**src/rtl/host_byte_port_pkg.sv**
```systemverilog
package host_byte_port_pkg;

  // Strobes from the control module to the register datapath.
  typedef struct packed {
    logic drLoad;    // DSP value into the whole data register
    logic wrLo;      // host byte into the low lane
    logic wrHi;      // host byte into the high lane
    logic srLoad;    // masked DSP status load
    logic setRqm;    // raise the request flag
    logic clrRqm;    // drop the request flag
    logic setDrs;    // next host byte is the high half
    logic clrDrs;    // next host byte is the low half
    logic rdStatus;  // host read mux picks the status byte
    logic rdHi;      // host read mux picks the high data lane
  } portStrobes_t;

endpackage

```
**src/rtl/host_byte_port_ctrl.sv**
```systemverilog
module host_byte_port_ctrl
  import host_byte_port_pkg::*;
(
  input  logic         hostRdStb,
  input  logic         hostWrStb,
  input  logic         hostSel,
  input  logic         dspDrLoad,
  input  logic         dspDrAck,
  input  logic         dspSrLoad,
  input  logic         drsNow,
  input  logic         drcNow,
  output portStrobes_t st
);

  logic dspOwns;
  logic hostData;
  logic narrow;
  logic secondHalf;

  always_comb begin
    dspOwns    = dspDrLoad | dspDrAck;
    hostData   = (hostRdStb | hostWrStb) & hostSel & ~dspOwns;
    narrow     = drcNow;
    secondHalf = ~narrow & drsNow;

    st          = '0;
    st.drLoad   = dspDrLoad;
    st.srLoad   = dspSrLoad;
    st.setRqm   = dspOwns;
    st.wrLo     = hostData & hostWrStb & ~secondHalf;
    st.wrHi     = hostData & hostWrStb & secondHalf;
    st.setDrs   = hostData & ~narrow & ~drsNow;
    st.clrDrs   = hostData & secondHalf;
    st.clrRqm   = hostData & (narrow | secondHalf);
    st.rdStatus = ~hostSel;
    st.rdHi     = secondHalf;
  end

endmodule

```
**src/rtl/host_byte_port_dp.sv**
```systemverilog
module host_byte_port_dp
  import host_byte_port_pkg::*;
#(
  parameter int BYTE_W = 8,
  parameter logic [2*BYTE_W-1:0] KEEP_MASK = 16'h907C
) (
  input  logic                  clk,
  input  logic                  rstN,
  input  portStrobes_t          st,
  input  logic [BYTE_W-1:0]     hostWrData,
  input  logic [2*BYTE_W-1:0]   dspDrWrData,
  input  logic [2*BYTE_W-1:0]   dspSrWrData,
  output logic [BYTE_W-1:0]     hostRdData,
  output logic [2*BYTE_W-1:0]   drQ,
  output logic [2*BYTE_W-1:0]   srQ,
  output logic                  drsNow,
  output logic                  drcNow
);

  localparam int SR_W    = 2 * BYTE_W;
  localparam int LANES   = 2;
  localparam int RQM_BIT = SR_W - 1;
  localparam int DRS_BIT = SR_W - 4;
  localparam int DRC_BIT = SR_W - 6;

  logic [LANES-1:0] laneWe;
  assign laneWe = {st.wrHi, st.wrLo};

  for (genvar lane = 0; lane < LANES; lane++) begin : g_lane
    always_ff @(posedge clk or negedge rstN) begin
      if (!rstN)
        drQ[lane*BYTE_W +: BYTE_W] <= '0;
      else if (st.drLoad)
        drQ[lane*BYTE_W +: BYTE_W] <= dspDrWrData[lane*BYTE_W +: BYTE_W];
      else if (laneWe[lane])
        drQ[lane*BYTE_W +: BYTE_W] <= hostWrData;
    end
  end

  logic [SR_W-1:0] srNext;

  always_comb begin
    srNext = srQ;
    if (st.srLoad) srNext = (srQ & KEEP_MASK) | (dspSrWrData & ~KEEP_MASK);
    if (st.setRqm) srNext[RQM_BIT] = 1'b1;
    if (st.clrRqm) srNext[RQM_BIT] = 1'b0;
    if (st.setDrs) srNext[DRS_BIT] = 1'b1;
    if (st.clrDrs) srNext[DRS_BIT] = 1'b0;
  end

  always_ff @(posedge clk or negedge rstN) begin
    if (!rstN) srQ <= '0;
    else       srQ <= srNext;
  end

  assign drsNow = srQ[DRS_BIT];
  assign drcNow = srQ[DRC_BIT];

  always_comb begin
    if (st.rdStatus)  hostRdData = srQ[SR_W-1:BYTE_W];
    else if (st.rdHi) hostRdData = drQ[SR_W-1:BYTE_W];
    else              hostRdData = drQ[BYTE_W-1:0];
  end

endmodule

```
**src/rtl/host_byte_port.sv**
```systemverilog
module host_byte_port
  import host_byte_port_pkg::*;
#(
  parameter int BYTE_W = 8,
  parameter logic [2*BYTE_W-1:0] KEEP_MASK = 16'h907C
) (
  input  logic                clk,
  input  logic                rstN,
  input  logic                hostRdStb,
  input  logic                hostWrStb,
  input  logic                hostSel,
  input  logic [BYTE_W-1:0]   hostWrData,
  output logic [BYTE_W-1:0]   hostRdData,
  input  logic                dspDrLoad,
  input  logic [2*BYTE_W-1:0] dspDrWrData,
  input  logic                dspDrAck,
  output logic [2*BYTE_W-1:0] dspDrRdData,
  input  logic                dspSrLoad,
  input  logic [2*BYTE_W-1:0] dspSrWrData,
  output logic [2*BYTE_W-1:0] srOut
);

  portStrobes_t st;
  logic drsNow;
  logic drcNow;

  host_byte_port_ctrl u_ctrl (
    .hostRdStb (hostRdStb),
    .hostWrStb (hostWrStb),
    .hostSel   (hostSel),
    .dspDrLoad (dspDrLoad),
    .dspDrAck  (dspDrAck),
    .dspSrLoad (dspSrLoad),
    .drsNow    (drsNow),
    .drcNow    (drcNow),
    .st        (st)
  );

  host_byte_port_dp #(
    .BYTE_W    (BYTE_W),
    .KEEP_MASK (KEEP_MASK)
  ) u_dp (
    .clk         (clk),
    .rstN        (rstN),
    .st          (st),
    .hostWrData  (hostWrData),
    .dspDrWrData (dspDrWrData),
    .dspSrWrData (dspSrWrData),
    .hostRdData  (hostRdData),
    .drQ         (dspDrRdData),
    .srQ         (srOut),
    .drsNow      (drsNow),
    .drcNow      (drcNow)
  );

endmodule

```
**config.mk**
```make
export PLATFORM = sky130hd
export DESIGN_NAME = host_byte_port
export DESIGN_NICKNAME = d
export VERILOG_FILES = /design/src/rtl/host_byte_port_pkg.sv /design/src/rtl/host_byte_port_ctrl.sv /design/src/rtl/host_byte_port_dp.sv /design/src/rtl/host_byte_port.sv
export SDC_FILE = /design/constraint.sdc
export NUM_CORES = 1
export LEC_CHECK = 0
export ABC_CLOCK_PERIOD_IN_PS = 4200
export BUFFER_PORTS_ARGS = -buffer_cell sky130_fd_sc_hd__clkbuf_2
export CORE_UTILIZATION = 47
export CTS_CLUSTER_SIZE = 20
export DETAILED_ROUTE_END_ITERATION = 10
export MAX_ROUTING_LAYER = met4
export PLACE_DENSITY = 0.88
export SYNTH_ARGS = -nofsm -noshare
export SYNTH_HDL_FRONTEND = slang
export SYNTH_HIERARCHICAL = 1
export SYNTH_SLANG_ARGS = --single-unit
export TNS_END_PERCENT = 50
```
**constraint.sdc**
```tcl
create_clock -name clk -period 4.2 [get_ports clk]
set_clock_uncertainty 0.1 [all_clocks]
set_input_delay 0.84 -clock clk [delete_from_list [all_inputs] [get_ports clk]]
set_output_delay 0.84 -clock clk [all_outputs]
set_load 0.03 [all_outputs]
```
==> impl_metrics.tcl <==
set metrics [dict create \
    core_sq_um 3050 \
    syn_avg_cell_area_sq_um 10.5 \
    tns_ns 0 \
    drc 0 \
    clock_path_buffers 2 \
    routed-via-count 1223 \
    cp.depth 5 \
    root_buffer "clkbuf_4" \
    grt-ovfl-total 0 \
    max-slew-margin-rel_pct 56.7 \
    endpoint "hostRdData[5]" \
    n_antenna_cell 0 \
    yosysSeqAreaShare_pct 44.6 \
    irDropWorstVdd_uv 167 \
    drive_above_1_share_pct 43.5 \
    dp_hpwl_um 2500 \
    worst_slew_pin_slew_ns 0.649 \
    slew_viol_final 0 \
    synth_area_sq_um 1520 \
    critPathKind "reg -> out" \
    io_buffers 75 \
    die_y_um 58.8 \
    dr.pass1.iters 4 \
    power.total_w 0.000694 \
    reg2reg_from "u_dp/srQ[10]$_DFFE_PN0P_" \
    cp_max_fo 9 \
    synth_top_area_share_pct 44.6 \
    drv_cap 0 \
    io-pin-count 88 \
    fin_crit_sh_pct 69.1 \
    synth_top_family_by_area "multiplexers" \
    areaGrowthSynthToFinish_pct 21.2 \
    cp-start-kind "flip-flop" \
    finalHoldViolations 0 \
    cts_sinks 27 \
    grt_pass1_wl_um 4840 \
    routedWlPerCell_um 12.5 \
    yosys_warnings 6 \
    vias_per_cell 4.83 \
    cts_resized 0 \
    powerDensity_nw_per_um2 378 \
    drt-initial-drc-count 45 \
    cts_buffers 3 \
    worst_path_dominant_cell_family "buffers and inverters" \
    finalSetupViolations 0 \
    fin_nets 258 \
    synth-seq-cells 27 \
    synthAdderAreaFrac_pct 0 \
    grt.total_usage_pct 19.3 \
    critPathBufInv 2 \
    start_util_pct 49.7 \
    synth-xor-area-share_pct 0 \
    r2r_cells 5 \
    routed_wl_um 3170 \
    p_leak_nw 0.928 \
    hp-class "in -> async" \
    synthMuxAreaShare_pct 24.8 \
    synthTopCellsByArea "dfrtp_1 45%, mux2i_1 16%, mux2_4 8.9%, o21ai_1 7.6%, nand2_1 5.9%" \
    slowest_delay_ns 0.47 \
    die_w_um 58.8 \
    outcome "finished, final reports clean" \
    r2r_end "u_dp/drQ[9]$_DFFE_PN0P_" \
    crit_start "u_dp/srQ[10]$_DFFE_PN0P_" \
    r2r_slack_ns 2.00 \
    routabilityCongestion 0.737 \
    synth-simple-area-share_pct 11.6 \
    postSynthCellCount 145 \
    hold_buffers 0 \
    synth_compound_area_share_pct 8.17 \
    row_count 20 \
    max_freq_ghz 0.345 \
    cts_tree "done" \
    ys_types 19 \
    grt_max_degree 36 \
    fin_crit_ns 2.90 \
    clock_latency_ns 0.31 \
    grt_setup_unrepaired "false" \
    required_ns 3.26 \
    clk_pin_slew_ns 0.14 \
    synth_top_area_cell "dfrtp_1" \
    slowest_stage "dfrtp_1" \
    antenna_found_initial 0 \
    post_cts_buffers 0 \
    htree_levels 1 \
    crit_chain "nand2b_1, inv_1, mux2i_1, o21ai_1, clkbuf_2" \
    grt_pass1_vias 1037 \
    arrival_ns 1.96 \
    crit_path_end_kind "output pin" \
    die-area_sq_um 3460 \
    postRouteAntennaNets 0 \
]
==> cells by family after synthesis <==
group           Yosys count
buf+inv                  21
mux                      33
other cells               1
compound gates           24
simple gates             39
flops                    27
==> cells in the final DEF, fill, tap and decap left out, types with 2 or more instances in the layout <==
| cell type | count |
|---|---|
| nand2_1 | 24 |
| inv_1 | 2 |
| clkbuf_4 | 3 |
| o21ai_1 | 23 |
| and3_1 | 2 |
| nor2_1 | 6 |
| mux2_4 | 9 |
| clkbuf_2 | 75 |
| mux2i_1 | 24 |
| dfrtp_1 | 27 |
| nor3_1 | 2 |
| conb_1 | 5 |
==> sequential cells by signal (all words and copies together) (netlist names) <==
name / flops
u_dp/srQ: 11
u_dp/drQ: 16
==> how the worst min path moves through the flow <==
stage | start | end | slack, ns | cells after the start
global route | rstN | u_dp/srQ[8]$_DFFE_PN0P_ | 0.45 | 1
finish | rstN | u_dp/srQ[8]$_DFFE_PN0P_ | 0.42 | 1
floorplan | rstN | u_dp/drQ[0]$_DFFE_PN0P_ | 0.44 | 0
global placement | u_dp/srQ[0]$_DFFE_PN0P_ | u_dp/srQ[0]$_DFFE_PN0P_ | 0.40 | 1
detailed placement | u_dp/srQ[7]$_DFFE_PN0P_ | u_dp/srQ[7]$_DFFE_PN0P_ | 0.40 | 1
CTS | u_dp/srQ[1]$_DFFE_PN0P_ | u_dp/srQ[1]$_DFFE_PN0P_ | 0.43 | 1
==> area by class of cell <==
| type | instances | area, sq um |
|---|---|---|
| repair buffers | 75 | 375 |
| clock buffers | 3 | 22.5 |
| flip-flops and latches | 27 | 676 |
| clock inverters | 1 | 7.51 |
| inverters | 2 | 7.51 |
| multi-input cells | 101 | 694 |
| well taps | 44 | 55.1 |
| fillers | 303 | 1210 |
==> through the flow <==
step / cell area, sq um / hold slack, ns / worst slack [ns] / utilization (%) / cells
2_1_floorplan: 1530 / 0.444 / 1.73 / - / 149
3_3_place_gp: 1810 / 0.397 / 1.55 / 59.2 / 249
3_5_place_dp: 1810 / 0.397 / 1.49 / 59.2 / 249
4_1_cts: 1840 / 0.430 / 1.29 / 60.2 / 253
5_1_grt: 1840 / 0.450 / 1.18 / 60.2 / 253
6_report: 1840 / 0.422 / 1.30 / 60.2 / 253
==> per-layer routing <==
layer,track usage [%],vias up,part of all wire [%]
met5,-,-,0
met4,6.80,0,0.85
met3,0.879,2,4.5
met2,32.8,44,49
met1,24.7,570,46
li1,-,607,-
==> synthesized netlist by cell type <==
cell type and count:
or3b_1 1, o21ai_2 1, dfrtp_1 27, nor3b_1 1, inv_1 2, buf_2 3, mux2i_1 24, o21ai_1 23
nor3_1 2, mux2_4 9, and3_1 2, nand2b_1 1, or2_2 1, buf_4 11, nor4_2 1, buf_6 5
conb_1 1, nor2_1 6, nand2_1 24
==> report_power, final <==
part	switching (W)	internal, W
Combinational	0.000175	0.0000922
Clock	0.0000736	0.0000363
Sequential	0.0000285	0.000289
No activity file was read; power rests on OpenSTA's default activity.
